===== config.mk =====
export PLATFORM = sky130hd
export DESIGN_NAME = cfg_port_bridge
export DESIGN_NICKNAME = d
export VERILOG_FILES = /design/src/rtl/cpb_pkg.sv /design/src/rtl/cpb_port_seq.sv /design/src/rtl/cpb_regs.sv /design/src/rtl/cfg_port_bridge.sv
export SDC_FILE = /design/constraint.sdc
export NUM_CORES = 1
export LEC_CHECK = 0
export BUFFER_PORTS_ARGS = -buffer_cell sky130_fd_sc_hd__buf_2
export CAP_MARGIN = 10
export CORE_UTILIZATION = 48
export DETAILED_ROUTE_END_ITERATION = 8
export PLACE_DENSITY_LB_ADDON = 0.1
export SYNTH_ARGS = -nofsm -noshare
export SYNTH_HDL_FRONTEND = slang
export SYNTH_SLANG_ARGS = --single-unit
export TNS_END_PERCENT = 100

===== constraint.sdc =====
create_clock -name clk -period 1.55 [get_ports clk]
set_input_delay 0.2325 -clock clk [delete_from_list [all_inputs] [get_ports clk]]
set_output_delay 0.2325 -clock clk [all_outputs]
set_load 0.005 [all_outputs]

===== src/rtl/cpb_pkg.sv =====
package cpb_pkg;
   localparam int BUS_DW  = 32;
   localparam int PORT_AW = 7;
   localparam int PORT_DW = 16;

   localparam int OFF_CTL  = 'h40;
   localparam int OFF_SEL  = 'h44;
   localparam int OFF_CMD  = 'h70;
   localparam int OFF_STAT = 'h74;

   localparam int CMD_SEL_BIT   = 29;
   localparam int CMD_RD_BIT    = 28;
   localparam int CMD_ADDR_LSB  = 16;
   localparam int STAT_BUSY_BIT = 16;
   localparam int CTL_W         = 2;
endpackage


===== src/rtl/cpb_port_seq.sv =====
module cpb_port_seq
   import cpb_pkg::*;
(
   input  logic               clk,
   input  logic               rst_n,
   input  logic               cmd_stb,
   input  logic [BUS_DW-1:0]  cmd_word,
   input  logic               prt_rdy,
   input  logic [PORT_DW-1:0] prt_rdata,
   output logic               busy,
   output logic               prt_we,
   output logic [PORT_AW-1:0] prt_addr,
   output logic [PORT_DW-1:0] prt_wdata,
   output logic [PORT_DW-1:0] rd_data,
   output logic [BUS_DW-1:0]  cmd_echo
);
   logic accept;
   logic seen;

   assign accept = cmd_stb && !busy && cmd_word[CMD_SEL_BIT];

   always_ff @(posedge clk) begin
      if (!rst_n) begin
         busy      <= 1'b0;
         seen      <= 1'b0;
         prt_we    <= 1'b0;
         prt_addr  <= '0;
         prt_wdata <= '0;
         rd_data   <= '0;
      end else if (accept) begin
         busy      <= 1'b1;
         seen      <= 1'b1;
         prt_we    <= !cmd_word[CMD_RD_BIT];
         prt_addr  <= cmd_word[CMD_ADDR_LSB +: PORT_AW];
         prt_wdata <= cmd_word[PORT_DW-1:0];
      end else if (busy && prt_rdy) begin
         busy <= 1'b0;
         if (!prt_we) rd_data <= prt_rdata;
      end
   end

   always_comb begin
      cmd_echo = '0;
      if (seen) begin
         cmd_echo[CMD_SEL_BIT]                  = 1'b1;
         cmd_echo[CMD_RD_BIT]                   = !prt_we;
         cmd_echo[CMD_ADDR_LSB +: PORT_AW]      = prt_addr;
         cmd_echo[PORT_DW-1:0]                  = prt_wdata;
      end
   end

   logic unused_cmd_bits;
   assign unused_cmd_bits = ^{cmd_word[BUS_DW-1:CMD_SEL_BIT+1],
                              cmd_word[CMD_RD_BIT-1:CMD_ADDR_LSB+PORT_AW]};
endmodule


===== src/rtl/cpb_regs.sv =====
module cpb_regs
   import cpb_pkg::*;
#(
   parameter int ADDR_W  = 8,
   parameter int NUM_CLK = 2,
   parameter int SEL_W   = 1
) (
   input  logic               clk,
   input  logic               rst_n,
   input  logic               bus_wr,
   input  logic               bus_rd,
   input  logic [ADDR_W-1:0]  bus_addr,
   input  logic [BUS_DW-1:0]  bus_wdata,
   input  logic               busy,
   input  logic [PORT_DW-1:0] rd_data,
   input  logic [BUS_DW-1:0]  cmd_echo,
   output logic               cmd_stb,
   output logic [CTL_W-1:0]   ctl_q,
   output logic [SEL_W-1:0]   sel_q,
   output logic [BUS_DW-1:0]  bus_rdata
);
   logic hit_ctl, hit_sel, hit_cmd, hit_stat;

   assign hit_ctl  = bus_addr == ADDR_W'(OFF_CTL);
   assign hit_sel  = bus_addr == ADDR_W'(OFF_SEL);
   assign hit_cmd  = bus_addr == ADDR_W'(OFF_CMD);
   assign hit_stat = bus_addr == ADDR_W'(OFF_STAT);
   assign cmd_stb  = bus_wr && hit_cmd;

   always_ff @(posedge clk) begin
      if (!rst_n)                ctl_q <= '0;
      else if (bus_wr && hit_ctl) ctl_q <= bus_wdata[CTL_W-1:0];
   end

   generate
      if (NUM_CLK > 1) begin : g_sel_reg
         always_ff @(posedge clk) begin
            if (!rst_n)                 sel_q <= '0;
            else if (bus_wr && hit_sel) sel_q <= bus_wdata[SEL_W-1:0];
         end
      end else begin : g_sel_fixed
         assign sel_q = '0;
      end
   endgenerate

   always_ff @(posedge clk) begin
      if (!rst_n) begin
         bus_rdata <= '0;
      end else if (bus_rd) begin
         bus_rdata <= '0;
         if (hit_ctl)  bus_rdata <= BUS_DW'(ctl_q);
         if (hit_sel)  bus_rdata <= BUS_DW'(sel_q);
         if (hit_cmd)  bus_rdata <= cmd_echo;
         if (hit_stat) bus_rdata <= BUS_DW'({busy, rd_data});
      end
   end

   logic unused_wdata;
   assign unused_wdata = ^bus_wdata[BUS_DW-1:CTL_W];
endmodule


===== src/rtl/cfg_port_bridge.sv =====
module cfg_port_bridge
   import cpb_pkg::*;
#(
   parameter int ADDR_W  = 8,
   parameter int NUM_CLK = 2,
   localparam int SEL_W  = (NUM_CLK > 1) ? $clog2(NUM_CLK) : 1
) (
   input  logic               clk,
   input  logic               rst_n,
   input  logic               bus_wr,
   input  logic               bus_rd,
   input  logic [ADDR_W-1:0]  bus_addr,
   input  logic [BUS_DW-1:0]  bus_wdata,
   output logic [BUS_DW-1:0]  bus_rdata,
   output logic               core_en,
   output logic               synth_run,
   output logic [SEL_W-1:0]   clk_sel,
   output logic               prt_req,
   output logic               prt_we,
   output logic [PORT_AW-1:0] prt_addr,
   output logic [PORT_DW-1:0] prt_wdata,
   input  logic               prt_rdy,
   input  logic [PORT_DW-1:0] prt_rdata
);
   generate
      if (ADDR_W < 7) begin : g_bad_addr
         $error("ADDR_W must cover offset 0x74");
      end
      if (NUM_CLK < 1 || NUM_CLK > 2) begin : g_bad_clk
         $error("NUM_CLK must be 1 or 2");
      end
   endgenerate

   logic               cmd_stb;
   logic               busy;
   logic [PORT_DW-1:0] rd_data;
   logic [BUS_DW-1:0]  cmd_echo;
   logic [CTL_W-1:0]   ctl_q;

   cpb_regs #(.ADDR_W(ADDR_W), .NUM_CLK(NUM_CLK), .SEL_W(SEL_W)) u_regs (
      .clk(clk), .rst_n(rst_n), .bus_wr(bus_wr), .bus_rd(bus_rd),
      .bus_addr(bus_addr), .bus_wdata(bus_wdata), .busy(busy),
      .rd_data(rd_data), .cmd_echo(cmd_echo), .cmd_stb(cmd_stb),
      .ctl_q(ctl_q), .sel_q(clk_sel), .bus_rdata(bus_rdata)
   );

   cpb_port_seq u_seq (
      .clk(clk), .rst_n(rst_n), .cmd_stb(cmd_stb), .cmd_word(bus_wdata),
      .prt_rdy(prt_rdy), .prt_rdata(prt_rdata), .busy(busy),
      .prt_we(prt_we), .prt_addr(prt_addr), .prt_wdata(prt_wdata),
      .rd_data(rd_data), .cmd_echo(cmd_echo)
   );

   assign core_en   = ctl_q[0];
   assign synth_run = ctl_q[1];
   assign prt_req   = busy;
endmodule


==> summary.txt <==
Floorplanning
  – Area inside the core boundary: 5921 um2
  – Floorplan die width: 80.30 um
  – Starting density of the core: 0.4970
  – Ports: 121
  – Number of placement rows: 28
  – Die Area: 6448 um2
  – Die span in y: 80.30 um

Synth
  – Xor/xnor cell area share of the yosys netlist: 0
  – Number of enable-type register cells in the synthesized netlist: 0
  – Area fraction in and, or, nand and nor cells after synthesis: 0.1952
  – Sequential-to-total area share from yosys stat: 0.4762
  – Cell type contributing the most total cell area after synthesis: dfxtp_1
  – Adder and majority gate portion of the synthesized area: 0
  – Share of synthesized registers carrying an async set or reset: 0
  – Number of warnings reported in the yosys synthesis log: 0
  – Synthesized flop and latch total: 70
  – Area of the mapped netlist: 2943 um2
  – Most common library cells after synthesis: nand2_1 (99), dfxtp_1 (70), inv_1 (31)
  – Cells taking the most area after synthesis: dfxtp_1 (48%), nand2_1 (13%), mux2i_1 (9.5%), o221ai_1 (4.5%), a21boi_0 (4.1%)
  – Most frequently used cell type in the post-synthesis netlist: nand2_1
  – Synth Instances: 330
  – Largest family of logic cells by synthesized area: simple AND/OR/NAND/NOR gates
  – Per-instance average area after synthesis: 8.918 um2
  – Prevailing post-synth register cell: dfxtp_1
  – Area fraction in compound gates after synthesis: 0.1267
  – Number of distinct standard cells referenced by the synthesized netlist: 42
  – Area share of the largest cell type after synthesis: 0.4762
  – Multiplexer share of the synthesized area: 0.09524

Clock tree
  – Worst-skew pair later-pin latency: 340 ps
  – TritonCTS Sinks: 70
  – Post-CTS Setup Inserts: 0
  – Clock transition at the registers of the reported paths: 80 ps
  – Number of H-tree levels: 3
  – Quantity of hold-fixing buffers added after cts: 0
  – Total CTS buffers: 9
  – Clock tree root driver cell: clkbuf_8
  – TritonCTS clock tree: built
  – Number of instances resized during post-cts repair: 0
  – Deepest clock path buffer count: 2

Placed design
  – Last weighted congestion value of the routability-driven placer: 0.7473
  – Placed Cells incl. Taps: 503
  – Post-place instance area: 3528 um2
  – Setup slack after placement: -25.99 ps
  – Count of port buffers added during placement: 106
  – Dpl hpwl: 4.572 mm

Timing
  – Unrepaired setup endpoints after global routing: false
  – Ratio of final minimum period to clock period: 0.7691
  – Setup violations, final: 0
  – Minimum clock period after layout: 1192 ps
  – Clock Skew: 13.72 ps
  – Final hold violations: 0
  – Slew at the pin closest to its max-slew limit: 1006 ps
  – Max Fclk: 838.9 MHz
  – Final max-slew violation count: 0
  – Worst path setup slack after routing: 357.9 ps
  – Slew HR: 0.3263

Critical path
  – Kind of critical path: reg -> reg
  – Critical Path Max Stage Delay: 320 ps
  – Data required time of the worst path: 1810 ps
  – Arrival time of data at the critical path endpoint: 1450 ps
  – Slowest CP cell: dfxtp_1
  – Kind of start point of the critical path: flop
  – Depth of the worst register-to-register path: 4
  – Cell-by-cell trace of the critical path: and3b_1, and3_4, buf_12, mux2i_1
  – Category of the worst setup path capture point: flop
  – Highest net fanout along the worst path: 15

Route
  – DRC violations left: 0
  – Routed vias/inst: 5.000
  – Routed len/inst: 12.52 um
  – 1st-iter DRT viols: 99
  – Routed wire length: 6.496 mm
  – First-pass iteration count of the detailed router: 4
  – Residual antenna-violating net count after detailed routing: 0
  – Vias after detailed routing: 2595

Cells and area
  – Area taken by multi-input logic gates: 1256 um2
  – Inserted Diodes: 0
  – Number of fill cells in the layout: 522
  – Ratio of cells with drive above 1 in the final layout: 0.3176
  – Synth-to-Final Area Change: 27.81%
  – Post-route cell area: 3761 um2
  – Sequential standard cell area: 1401 um2
  – Layout Cells excl Fill: 519
  – Layout Utilization: 0.6352
  – Number of nets at the end of the flow: 500

Global route
  – Overall fraction of global-route tracks in use: 0.2149
  – Vias in the first global route: 2276
  – Pin count of the biggest net entering global routing: 37
  – Overflow left after global routing: 0
  – Antenna violations before repair: 0
  – First-pass GRT wire length: 10.45 mm

Power
  – Leakage dissipation: 1.620 nW
  – Power per cell area: 971.4 nW/um2
  – Worst IR Drop VDD: 0.0005307 V

Hold path
  – Hold-critical path depth: 3
  – Path category of the worst min-delay check: in -> reg

Status
  – Result of the run: finished, final reports clean

Job
  – Max-cap violations: 0
## cells in the final DEF (no fill, tap or decap), types with 4 or more instances in the layout
cell	Yosys	routed
buf_2	4	106
nand2_1	99	99
dfxtp_1	70	70
inv_1	31	31
mux2i_1	28	28
a21boi_0	16	16
o221ai_1	15	15
buf_4	7	12
clkbuf_8	0	11
conb_1	1	7
a22o_1	6	6
nand4_1	4	4
## through the flow
| step | hold WS [ps] | power (mW) | TNS (ps) |
|---|---|---|---|
| floorplan | 333.8 | 1.932 | 0 |
| global placement | 437.3 | 2.013 | 0 |
| detailed placement | 446.6 | 2.016 | -135.6 |
| CTS | 109.9 | 3.694 | 0 |
| global route | 119.8 | 3.796 | 0 |
| finish | 129.0 | 3.653 | 0 |
## sequential cells by signal, summed over array words and instances, names as in the netlist
signal	cells
u_regs.bus_rdata	25
u_seq.rd_data	16
u_seq.prt_wdata	16
u_seq.seen	1
u_seq.prt_we	1
u_seq.busy	1
u_regs.sel_q	1
u_seq.prt_addr	7
u_regs.ctl_q	2
## metal layers
metal	wire, um	vias to the layer above	track usage
met5	0	-	0
met4	33	0	0.07857
met3	496	2	0.07614
met2	2978	89	0.3368
met1	2987	1196	0.2707
li1	-	1308	-
## final timing paths
path                         from                    to  slack [ps]
max                    u_seq.busy    u_seq.prt_wdata[9]         360
min                 bus_wdata[19]     u_seq.prt_addr[3]         130
max reg2reg            u_seq.busy    u_seq.prt_wdata[9]         360
min reg2reg  u_regs.bus_rdata[28]  u_regs.bus_rdata[28]         450
## critical path, delay by kind of cell, from the launching register on
family,cells,cell delay [ps]
AND/OR/NAND/NOR,2,430
flip-flops,1,320
multiplexers,1,190
buffers and inverters,1,170
## final cells by class
| class | count | share of cell area |
|---|---|---|
| flip-flops and latches | 70 | 0.3726 |
| multi-input cells | 207 | 0.3340 |
| repair buffers | 120 | 0.1756 |
| clock buffers | 12 | 0.04125 |
| inverters | 31 | 0.03094 |
| well taps | 75 | 0.02495 |
| clock inverters | 4 | 0.02063 |
## report_power, final
part | internal [mW] | total (mW) | switching [mW]
logic | 0.0800 | 0.173 | 0.0930
registers | 1.80 | 1.80 | 0.00125
clock network | 1.00 | 1.68 | 0.676
total | 2.88 | 3.65 | 0.771
## cells by family after synthesis
kind of cell    count (synthesis)
simple gates                  125
flops                          70
buf+inv                        59
compound gates                 47
mux                            28
other cells                     1
(Power assumes the default switching activity.)
